### src/rtl/vseg_pkg.sv
package vseg_pkg;
    localparam int VA_W     = 64;
    localparam int CAUSE_W  = 5;
    localparam int COMPAT_W = 29;   // offset width of the fixed compatibility windows

    typedef enum logic [1:0] {
        TLB_HIT      = 2'd0,
        TLB_MISS     = 2'd1,
        TLB_INVALID  = 2'd2,
        TLB_MODIFIED = 2'd3
    } tlb_res_e;

    typedef enum logic [1:0] {
        SEG_MAPPED = 2'd0,
        SEG_DIRECT = 2'd1,
        SEG_BAD    = 2'd2
    } seg_kind_e;

    localparam logic [CAUSE_W-1:0] CAUSE_NONE = 5'd0;
    localparam logic [CAUSE_W-1:0] CAUSE_MOD  = 5'd1;
    localparam logic [CAUSE_W-1:0] CAUSE_TLBL = 5'd2;
    localparam logic [CAUSE_W-1:0] CAUSE_TLBS = 5'd3;
    localparam logic [CAUSE_W-1:0] CAUSE_ADEL = 5'd4;
    localparam logic [CAUSE_W-1:0] CAUSE_ADES = 5'd5;
endpackage

### src/rtl/vseg_region_dec.sv
module vseg_region_dec
    import vseg_pkg::*;
#(
    parameter int PA_W         = 36,
    parameter int CCA_LSB      = 59,
    parameter int CCA_W        = 3,
    parameter int CCA_UNCACHED = 2
) (
    input  logic [VA_W-1:0] vaddr,
    input  logic            mode64,
    output seg_kind_e       kind,
    output logic            cached,
    output logic [PA_W-1:0] paddr
);
    localparam int REGION_LSB = 40;
    localparam int REGION_W   = VA_W - REGION_LSB;
    localparam int SUB_W      = REGION_LSB - COMPAT_W;
    localparam int WIN_ZERO_W = CCA_LSB - REGION_LSB;

    logic [REGION_W-1:0] region;
    logic [SUB_W-1:0]    sub_zone;
    logic [2:0]          seg32;
    logic [CCA_W-1:0]    cca;
    logic [PA_W-1:0]     compat_pa;
    logic [PA_W-1:0]     window_pa;

    assign region    = vaddr[VA_W-1:REGION_LSB];
    assign sub_zone  = vaddr[REGION_LSB-1:COMPAT_W];
    assign seg32     = vaddr[31:29];
    assign cca       = vaddr[CCA_LSB +: CCA_W];
    assign window_pa = vaddr[PA_W-1:0];

    generate
        if (PA_W > COMPAT_W) begin : g_pad
            assign compat_pa = {{(PA_W-COMPAT_W){1'b0}}, vaddr[COMPAT_W-1:0]};
        end else begin : g_trunc
            assign compat_pa = vaddr[PA_W-1:0];
        end
    endgenerate

    seg_kind_e       kind64, kind32;
    logic            cached64, cached32;
    logic [PA_W-1:0] pa64, pa32;

    always_comb begin
        kind64   = SEG_BAD;
        cached64 = 1'b0;
        pa64     = '0;
        if (region == 24'h000000 || region == 24'h400000 || region == 24'hC00000) begin
            kind64 = SEG_MAPPED;
        end else if (&region) begin
            unique case (sub_zone)
                11'h7FC: begin kind64 = SEG_DIRECT; cached64 = 1'b1; pa64 = compat_pa; end
                11'h7FD: begin kind64 = SEG_DIRECT; cached64 = 1'b0; pa64 = compat_pa; end
                11'h7FE, 11'h7FF: kind64 = SEG_MAPPED;
                default: kind64 = SEG_BAD;
            endcase
        end else if (vaddr[VA_W-1 -: 2] == 2'b10 &&
                     vaddr[REGION_LSB +: WIN_ZERO_W] == '0) begin
            kind64   = SEG_DIRECT;
            cached64 = (cca != CCA_W'(CCA_UNCACHED));
            pa64     = window_pa;
        end
    end

    always_comb begin
        kind32   = SEG_MAPPED;
        cached32 = 1'b0;
        pa32     = '0;
        unique case (seg32)
            3'd4: begin kind32 = SEG_DIRECT; cached32 = 1'b1; pa32 = compat_pa; end
            3'd5: begin kind32 = SEG_DIRECT; cached32 = 1'b0; pa32 = compat_pa; end
            default: kind32 = SEG_MAPPED;
        endcase
    end

    assign kind   = mode64 ? kind64   : kind32;
    assign cached = mode64 ? cached64 : cached32;
    assign paddr  = mode64 ? pa64     : pa32;
endmodule

### src/rtl/vseg_cause_map.sv
module vseg_cause_map
    import vseg_pkg::*;
(
    input  seg_kind_e          kind,
    input  logic               is_store,
    input  logic               probe,
    input  logic [1:0]         tlb_result,
    output logic               use_tlb,
    output logic               fail,
    output logic               exc_valid,
    output logic [CAUSE_W-1:0] cause
);
    tlb_res_e           tres;
    logic [CAUSE_W-1:0] raw_cause;

    assign tres = tlb_res_e'(tlb_result);

    always_comb begin
        raw_cause = CAUSE_NONE;
        fail      = 1'b0;
        unique case (kind)
            SEG_BAD: begin
                fail      = 1'b1;
                raw_cause = is_store ? CAUSE_ADES : CAUSE_ADEL;
            end
            SEG_MAPPED: begin
                unique case (tres)
                    TLB_HIT: raw_cause = CAUSE_NONE;
                    TLB_MISS, TLB_INVALID: begin
                        fail      = 1'b1;
                        raw_cause = is_store ? CAUSE_TLBS : CAUSE_TLBL;
                    end
                    TLB_MODIFIED: begin
                        fail      = 1'b1;
                        raw_cause = CAUSE_MOD;
                    end
                endcase
            end
            default: raw_cause = CAUSE_NONE;
        endcase
    end

    assign use_tlb   = (kind == SEG_MAPPED);
    assign exc_valid = fail && !probe;
    assign cause     = exc_valid ? raw_cause : CAUSE_NONE;
endmodule

### src/rtl/vseg_classifier.sv
module vseg_classifier
    import vseg_pkg::*;
#(
    parameter int PA_W = 36
) (
    input  logic               clk,
    input  logic               rst_n,
    input  logic               req_valid,
    input  logic [63:0]        req_vaddr,
    input  logic               req_mode64,
    input  logic               req_store,
    input  logic               req_probe,
    input  logic [1:0]         tlb_result,
    output logic               resp_valid,
    output logic [PA_W-1:0]    resp_paddr,
    output logic               resp_cached,
    output logic               resp_use_tlb,
    output logic               resp_fail,
    output logic               resp_exc_valid,
    output logic [CAUSE_W-1:0] resp_exc_cause,
    output logic [63:0]        resp_badvaddr
);
    typedef enum logic {ST_IDLE = 1'b0, ST_RESP = 1'b1} state_e;

    state_e state_q, state_d;

    seg_kind_e          kind;
    logic               dec_cached, map_use_tlb, map_fail, map_exc;
    logic [PA_W-1:0]    dec_pa;
    logic [CAUSE_W-1:0] map_cause;

    vseg_region_dec #(.PA_W(PA_W)) u_region (
        .vaddr  (req_vaddr),
        .mode64 (req_mode64),
        .kind   (kind),
        .cached (dec_cached),
        .paddr  (dec_pa)
    );

    vseg_cause_map u_cause (
        .kind       (kind),
        .is_store   (req_store),
        .probe      (req_probe),
        .tlb_result (tlb_result),
        .use_tlb    (map_use_tlb),
        .fail       (map_fail),
        .exc_valid  (map_exc),
        .cause      (map_cause)
    );

    // accept: IDLE->RESP, stream: RESP->RESP, drain: RESP->IDLE
    always_comb begin
        state_d = state_q;
        unique case (state_q)
            ST_IDLE: state_d = req_valid ? ST_RESP : ST_IDLE;
            ST_RESP: state_d = req_valid ? ST_RESP : ST_IDLE;
        endcase
    end

    always_ff @(posedge clk) begin
        if (!rst_n) state_q <= ST_IDLE;
        else        state_q <= state_d;
    end

    always_ff @(posedge clk) begin
        if (!rst_n || !req_valid) begin
            resp_paddr     <= '0;
            resp_cached    <= 1'b0;
            resp_use_tlb   <= 1'b0;
            resp_fail      <= 1'b0;
            resp_exc_valid <= 1'b0;
            resp_exc_cause <= CAUSE_NONE;
            resp_badvaddr  <= '0;
        end else begin
            resp_paddr     <= (kind == SEG_DIRECT) ? dec_pa : '0;
            resp_cached    <= (kind == SEG_DIRECT) && dec_cached;
            resp_use_tlb   <= map_use_tlb;
            resp_fail      <= map_fail;
            resp_exc_valid <= map_exc;
            resp_exc_cause <= map_cause;
            resp_badvaddr  <= map_exc ? req_vaddr : '0;
        end
    end

    assign resp_valid = (state_q == ST_RESP);

    assert_latency_R9: assert property (@(posedge clk) disable iff (!rst_n)
        req_valid |=> resp_valid);
    assert_no_spurious_R9: assert property (@(posedge clk) disable iff (!rst_n)
        !req_valid |=> !resp_valid);
    assert_badva_R9: assert property (@(posedge clk) disable iff (!rst_n)
        req_valid |=> (resp_exc_valid ? (resp_badvaddr == $past(req_vaddr))
                                       : (resp_badvaddr == '0)));
    assert_idle_quiet_R10: assert property (@(posedge clk) disable iff (!rst_n)
        !resp_valid |-> (!resp_fail && !resp_exc_valid && !resp_use_tlb &&
                         resp_exc_cause == '0 && resp_paddr == '0));
    assert_probe_silent_R8: assert property (@(posedge clk) disable iff (!rst_n)
        (req_valid && req_probe) |=> !resp_exc_valid && resp_exc_cause == '0);
    assert_mapped_nopa_R1: assert property (@(posedge clk) disable iff (!rst_n)
        resp_use_tlb |-> (resp_paddr == '0 && !resp_cached));
    assert_adderr_no_tlb_R5: assert property (@(posedge clk) disable iff (!rst_n)
        (resp_exc_cause == CAUSE_ADEL || resp_exc_cause == CAUSE_ADES) |-> !resp_use_tlb);
    assert_exc_fail_R7: assert property (@(posedge clk) disable iff (!rst_n)
        resp_exc_valid |-> resp_fail);
endmodule

### config.mk
export PLATFORM = sky130hd
export DESIGN_NAME = vseg_classifier
export DESIGN_NICKNAME = d
export VERILOG_FILES = /design/src/rtl/vseg_pkg.sv /design/src/rtl/vseg_region_dec.sv /design/src/rtl/vseg_cause_map.sv /design/src/rtl/vseg_classifier.sv
export SDC_FILE = /design/constraint.sdc
export NUM_CORES = 1
export LEC_CHECK = 0
export CORE_MARGIN = 1
export CORE_UTILIZATION = 61
export CTS_CLUSTER_SIZE = 12
export DETAILED_ROUTE_END_ITERATION = 8
export DONT_BUFFER_PORTS = 1
export GPL_TIMING_DRIVEN = 0
export HOLD_SLACK_MARGIN = 0.03
export PLACE_DENSITY_LB_ADDON = 0.25
export SKIP_CTS_REPAIR_TIMING = 1
export SYNTH_ARGS = -nofsm -noshare
export SYNTH_HDL_FRONTEND = slang
export SYNTH_SLANG_ARGS = --single-unit
export TNS_END_PERCENT = 1
### constraint.sdc
create_clock -name clk -period 2.1 [get_ports clk]
set_clock_uncertainty 0.05 [all_clocks]
set_input_delay 0.42 -clock clk [delete_from_list [all_inputs] [get_ports clk]]
set_output_delay 0.42 -clock clk [all_outputs]
set_load 0.005 [all_outputs]
-- Word-level counts from Yosys, hierarchy flattened
Cells that the tools add are included.
- bits in registers: 110
- bits of input ports: 72
- output and inout bits: 110
- logic and storage cells: 71
- eq/ne operators: 15
- muxes and demuxes: 25
- bitwise operators: 2
- reduce and logical (&&, ||, !) cells: 21
- operator list (cell ; count):
    36-bit two-way mux ; 4
    29-bit two-way mux ; 2
    11-bit == test (second input constant) ; 4
    24-bit by 23-bit == test with 1-bit output (second input constant) ; 1
    24-bit == test (second input constant) ; 1
    24-bit zero test ; 1
    24-bit AND reduction ; 1
    19-bit zero test ; 1
    5-bit case mux with 3 select lines ; 1
    2-bit OR reduction ; 6
    1-bit two-way mux ; 11
    5-bit case mux with 2 select lines ; 1
    2-bit == test (second input constant) ; 4
    2-bit two-way mux ; 4
    3-bit == test (second input constant) ; 2
    2-bit by 1-bit == test with 1-bit output (second input constant) ; 2
    2-bit zero test ; 2
    2-bit case mux with 2 select lines ; 1
    1-bit logical AND ; 3
    1-bit zero test ; 3
    1-bit logical OR ; 3
    3-bit by 2-bit inequality test with 1-bit output (second input constant) ; 1
    3-bit OR reduction ; 1
    1-bit NOT ; 2
    1-bit case mux with 2 select lines ; 1

-- Longest topological paths before layout
- depth after elaboration: 11
- gate-level depth with buffers: 7
- gate-level depth less buffers: 5

-- By module
Synthesis repeated with hierarchy kept, for this count alone.
- cells, all modules: 337
- area, all modules: 3836.2 um^2
- by module, submodules not included (module ; times used ; cells an instance ; area an instance (um^2) ; sequential area each (um^2)):
    vseg_classifier ; 1 ; 232 ; 3014.1 ; 2202.1
    vseg_region_dec ; 1 ; 88 ; 709.4 ; 0.0
    vseg_cause_map ; 1 ; 17 ; 112.6 ; 0.0

-- Least setup slack after synthesis
OpenSTA, ideal clock, no wires.
- path type: input port to flip-flop
- from: in req_vaddr[55]
- to: reg resp_badvaddr[38]
- library setup time: 0.120 ns
- arrival time: 1.665 ns
- required time: 1.930 ns
- slack: 0.265 ns
- stages on the path: 7
- path buffers: 2
- cell sequence: nor4_2 o21ai_1 o21a_1 a21boi_2 buf_4 buf_2 nor3b_1
- longest elaborated chain between the ends: 11
- elaborated cells between the ends (all ways): 18
- those cells by class: 3 x eq/ne; 5 x mux; 1 x bitwise; 9 x reduce/logical
- RTL lines (item ; RTL line ; source):
    from (decl) ; vseg_classifier.sv:9 ; input logic [63:0] req_vaddr,
    19-bit zero test ; vseg_region_dec.sv:59 ; vaddr[REGION_LSB +: WIN_ZERO_W] == '0) begin
    1-bit logical AND ; vseg_region_dec.sv:58 ; end else if (vaddr[VA_W-1 -: 2] == 2'b10 &&
    2-bit two-way mux ; vseg_region_dec.sv:58 ;
    2-bit two-way mux ; vseg_region_dec.sv:51 ; end else if (&region) begin
    2-bit two-way mux * ; vseg_region_dec.sv:49 ; if (region == 24'h000000 || region == 24'h400000 || region == 24'hC00000) begin
    2-bit two-way mux * ; vseg_region_dec.sv:77 ; assign kind = mode64 ? kind64 : kind32;
    2-bit == test or 2-bit zero test (tied branches) ; vseg_cause_map.sv:21 ; unique case (kind)
    1-bit case mux with 2 select lines * ; vseg_cause_map.sv:21 ;
    1-bit logical AND * ; vseg_cause_map.sv:44 ; assign exc_valid = fail && !probe;
    1-bit NOT (no line) * ; - ;
    2-bit OR reduction (no line) * ; - ;
    to (signal assigned) ; vseg_classifier.sv:81 ; resp_badvaddr <= map_exc ? req_vaddr : '0;
    to (decl) ; vseg_classifier.sv:21 ; output logic [63:0] resp_badvaddr
Every way passes the cells marked *; elsewhere a longest branch is shown, timed or not.
A chain may end at the register's enable or synchronous reset.

-- Worst setup path after layout
- from: in req_vaddr[61]
- to: reg resp_badvaddr[36]
- longest elaborated chain between the ends: 10
- elaborated cells between the ends (all ways): 15
- those cells by class: 3 x eq/ne; 4 x mux; 1 x bitwise; 7 x reduce/logical
- RTL lines (item ; RTL line):
    24-bit by 23-bit == test with 1-bit output or 24-bit zero test (tied branches) ; vseg_region_dec.sv:49
    1-bit logical OR (2 in series) ; vseg_region_dec.sv:49
    2-bit two-way mux * ; vseg_region_dec.sv:49
    2-bit two-way mux * ; vseg_region_dec.sv:77
    2-bit == test or 2-bit zero test (tied branches) ; vseg_cause_map.sv:21
    1-bit case mux with 2 select lines * ; vseg_cause_map.sv:21
    1-bit logical AND * ; vseg_cause_map.sv:44
    1-bit NOT (no line) * ; -
    2-bit OR reduction (no line) * ; -
Marks and branches as above.

==> impl_metrics.ini <==
[yosys]
synth_top_flop_cell = sky130_fd_sc_hd__dfxtp_1
ys_top_cells_by_count = 108 x sky130_fd_sc_hd__dfxtp_1, 65 x sky130_fd_sc_hd__nor3b_1, 29 x sky130_fd_sc_hd__nor3b_2
ys_async_sr_fraction_pct = 0
number_of_synthesized_register_bits = 108
most_area_hungry_cell_type_in_the_yosys_netlist = sky130_fd_sc_hd__dfxtp_1
cell_area_after_synthesis_sq_um = 3602
synth.area.top_cells = sky130_fd_sc_hd__dfxtp_1 60%, sky130_fd_sc_hd__nor3b_1 14%, sky130_fd_sc_hd__nor3b_2 10%
synth-seq-area-share_pct = 60.02
yosysWarningCount = 0
synth.distinct_cells = 32
yosysTopAreaCellShare_pct = 60.02
synth.avg_cell_area_sq_um = 12.34
most_numerous_cell_in_the_yosys_netlist = sky130_fd_sc_hd__dfxtp_1
syn-instance-count = 292
synth_enable_flop_cells = 0

[cts]
clock_sink_count = 108
cts_buffers = 9
cts_root_buf = sky130_fd_sc_hd__clkbuf_8
cts_max_path_buffers = 2
htree_num_levels = 3
clock_tree_from_tritoncts = yes
clkTransAtPathRegs_ps = 90

[finish]
multi_input_area_sq_um = 1285
insertedDiodeCount = 0
layout.filler_cells = 419
final_nets = 378
postLayoutCoreUtil_pct = 69.21
final_layout_size_suffix_gt1_share_pct = 23.30
combined_flip_flop_and_latch_cell_area_sq_um = 2162
stdcell_count = 381
syn2layout_area_growth_pct = 7.746
final_cell_area_sq_um = 3881

[floorplanning]
placement_rows = 27
initial_standard_cell_utilization_of_the_core_pct = 64.23
dieArea_sq_um = 6217
die-height_um = 78.85
io_pins = 182
core_region_area_sq_um = 5608
die-width_um = 78.85

[sta]
min_period_ps = 1850
tightest_slew_ps = 749.2
worst_slew_margin_relative_to_its_limit_pct = 50.05
finalHoldViolCount = 0
post-route-period-util_pct = 88.08
setup-violations-final = 0
setup_tns_ps = 0
final-max-slew-violation-count = 0
whs_ps = 89.38
fmax_mhz = 540.6
setup_ws_ps = 250.3
grt_setup_unrepaired = false

[place]
dp.final_hpwl_um = 5813
detailedPlace.worstSlack_ps = -108.3
placed_cell_area_sq_um = 3696
port_buffers = 0
placed_cells_incl_taps = 365
place.gp.congestion = 0.7463

[pwr]
power.static_leakage_nw = 1.341
power_density_nw_per_um2 = 881.1
power.ir.vdd_worst_v = 0.0008246
comb_power_share_pct = 4.5
total_switching_power_mw = 0.7896
power.total_mw = 3.420
p_int_mw = 2.630
part_of_the_total_power_dissipated_in_the_clock_network_pct = 33.9
sequentialPowerShare_pct = 61.6
power_switching_share_pct = 23.09

[detailed_routing]
totalWireLength_um = 7939
detailedRoute.firstIterationViolations = 65
detail_route.first_pass.iterations = 4
dr_total_vias = 2216
drcViolationCount = 0
wire_per_inst_um = 20.84
drt-vias-per-instance = 5.816
drt.antenna.violating_nets = 0

[critical_path]
critical_path_arrival_ps = 2040
critical_path.startpoint = req_vaddr[61]
critical_path_required_ps = 2290
setup.worst_path.end = resp_badvaddr[36]
crit_path_end_kind = flip-flop
cp-start-kind = input pin
critical_path_peak_fanout = 10
setup.worst_path.class = input pin to flip-flop

[grt]
grt_pass1_wl_um = 11940
first_global_vias = 2246
grt_antenna_before_repair = 0
grt_overflow = 0
grt_start_max_net_pins = 19
grt_use_total_pct = 25.87

[worst_hold_path]
hp-class = input pin to flip-flop

[run_status]
outcome = finished clean

[job]
cap_violations = 0
-- critical path: stages --
cell,delay (ps)
sky130_fd_sc_hd__nand4_1,100
sky130_fd_sc_hd__nor4_2,450
sky130_fd_sc_hd__nand4_1,220
sky130_fd_sc_hd__nand4_1,210
sky130_fd_sc_hd__buf_2,270
sky130_fd_sc_hd__buf_2,280
sky130_fd_sc_hd__nor3b_1,90
-- placed cells by master (no fill, tap or decap), types with 2 or more instances in the layout --
master                       n
sky130_fd_sc_hd__nor2b_1     4
sky130_fd_sc_hd__nor2_1      5
sky130_fd_sc_hd__buf_6       3
sky130_fd_sc_hd__clkbuf_1    2
sky130_fd_sc_hd__nor4_2      6
sky130_fd_sc_hd__nor3b_2    29
sky130_fd_sc_hd__o21ai_1     3
sky130_fd_sc_hd__ha_1        2
sky130_fd_sc_hd__buf_1       2
sky130_fd_sc_hd__clkinv_4    3
sky130_fd_sc_hd__dfxtp_1   108
sky130_fd_sc_hd__buf_4       6
sky130_fd_sc_hd__inv_1       4
sky130_fd_sc_hd__clkbuf_8   10
sky130_fd_sc_hd__nor3_1      3
sky130_fd_sc_hd__nand3_1     3
sky130_fd_sc_hd__buf_2      10
sky130_fd_sc_hd__nor3b_1    65
sky130_fd_sc_hd__nand2_1     4
sky130_fd_sc_hd__nand4_1    10
sky130_fd_sc_hd__and3_1      4
sky130_fd_sc_hd__and2_1      7
sky130_fd_sc_hd__conb_1      2
-- registers in the layout, indices dropped and copies added, names as in the netlist --
register	cells
resp_badvaddr	64
resp_paddr	36
resp_exc_cause	3
resp_cached	1
resp_exc_valid	1
resp_fail	1
resp_use_tlb	1
resp_valid	1
-- routing by layer --
metal | global-route usage, % | vias up | routed length [um]
met5 | 0 | - | 0
met4 | 12.55 | 0 | 160
met3 | 10.00 | 16 | 835
met2 | 43.13 | 125 | 3886
met1 | 28.92 | 1037 | 3056
li1 | - | 1038 | -
-- cell families (layout without fill, tap and decap cells) --
group	Yosys count	after routing	synth area share, %
compound gates	10	10	1.910
fa+ha+maj	2	2	0.6946
buf+inv	27	43	4.411
flops	108	108	60.02
other cells	1	2	0.1041
simple gates	144	144	32.86
-- worst min-delay path by stage --
stage,slack [ps],start,depth (start not counted),endpoint
CTS,70,req_probe,1,resp_exc_cause[2]
global route,80,req_probe,1,resp_exc_cause[2]
detailed placement,460,req_probe,1,resp_exc_cause[2]
floorplan,450,req_probe,1,resp_exc_cause[2]
global placement,460,req_probe,1,resp_exc_cause[2]
finish,90,req_probe,1,resp_exc_cause[2]
-- cell type report --
class	count	share of cell area, %
inverters	4	0.3868
well taps	72	2.321
plain buffers	23	3.707
clock inverters	6	1.225
flip-flops and latches	108	55.71
clock buffers	10	3.546
multi-input cells	158	33.11
-- power by group through the flow --
stage | logic (mW) | registers [mW] | clock network (mW)
floorplan | 0.127 | 2.15 | 0
global placement | 0.151 | 2.15 | 0
detailed placement | 0.155 | 2.15 | 0
CTS | 0.156 | 2.11 | 1.18
global route | 0.169 | 2.11 | 1.27
finish | 0.155 | 2.11 | 1.16
Power figures use the tool's default switching activity.
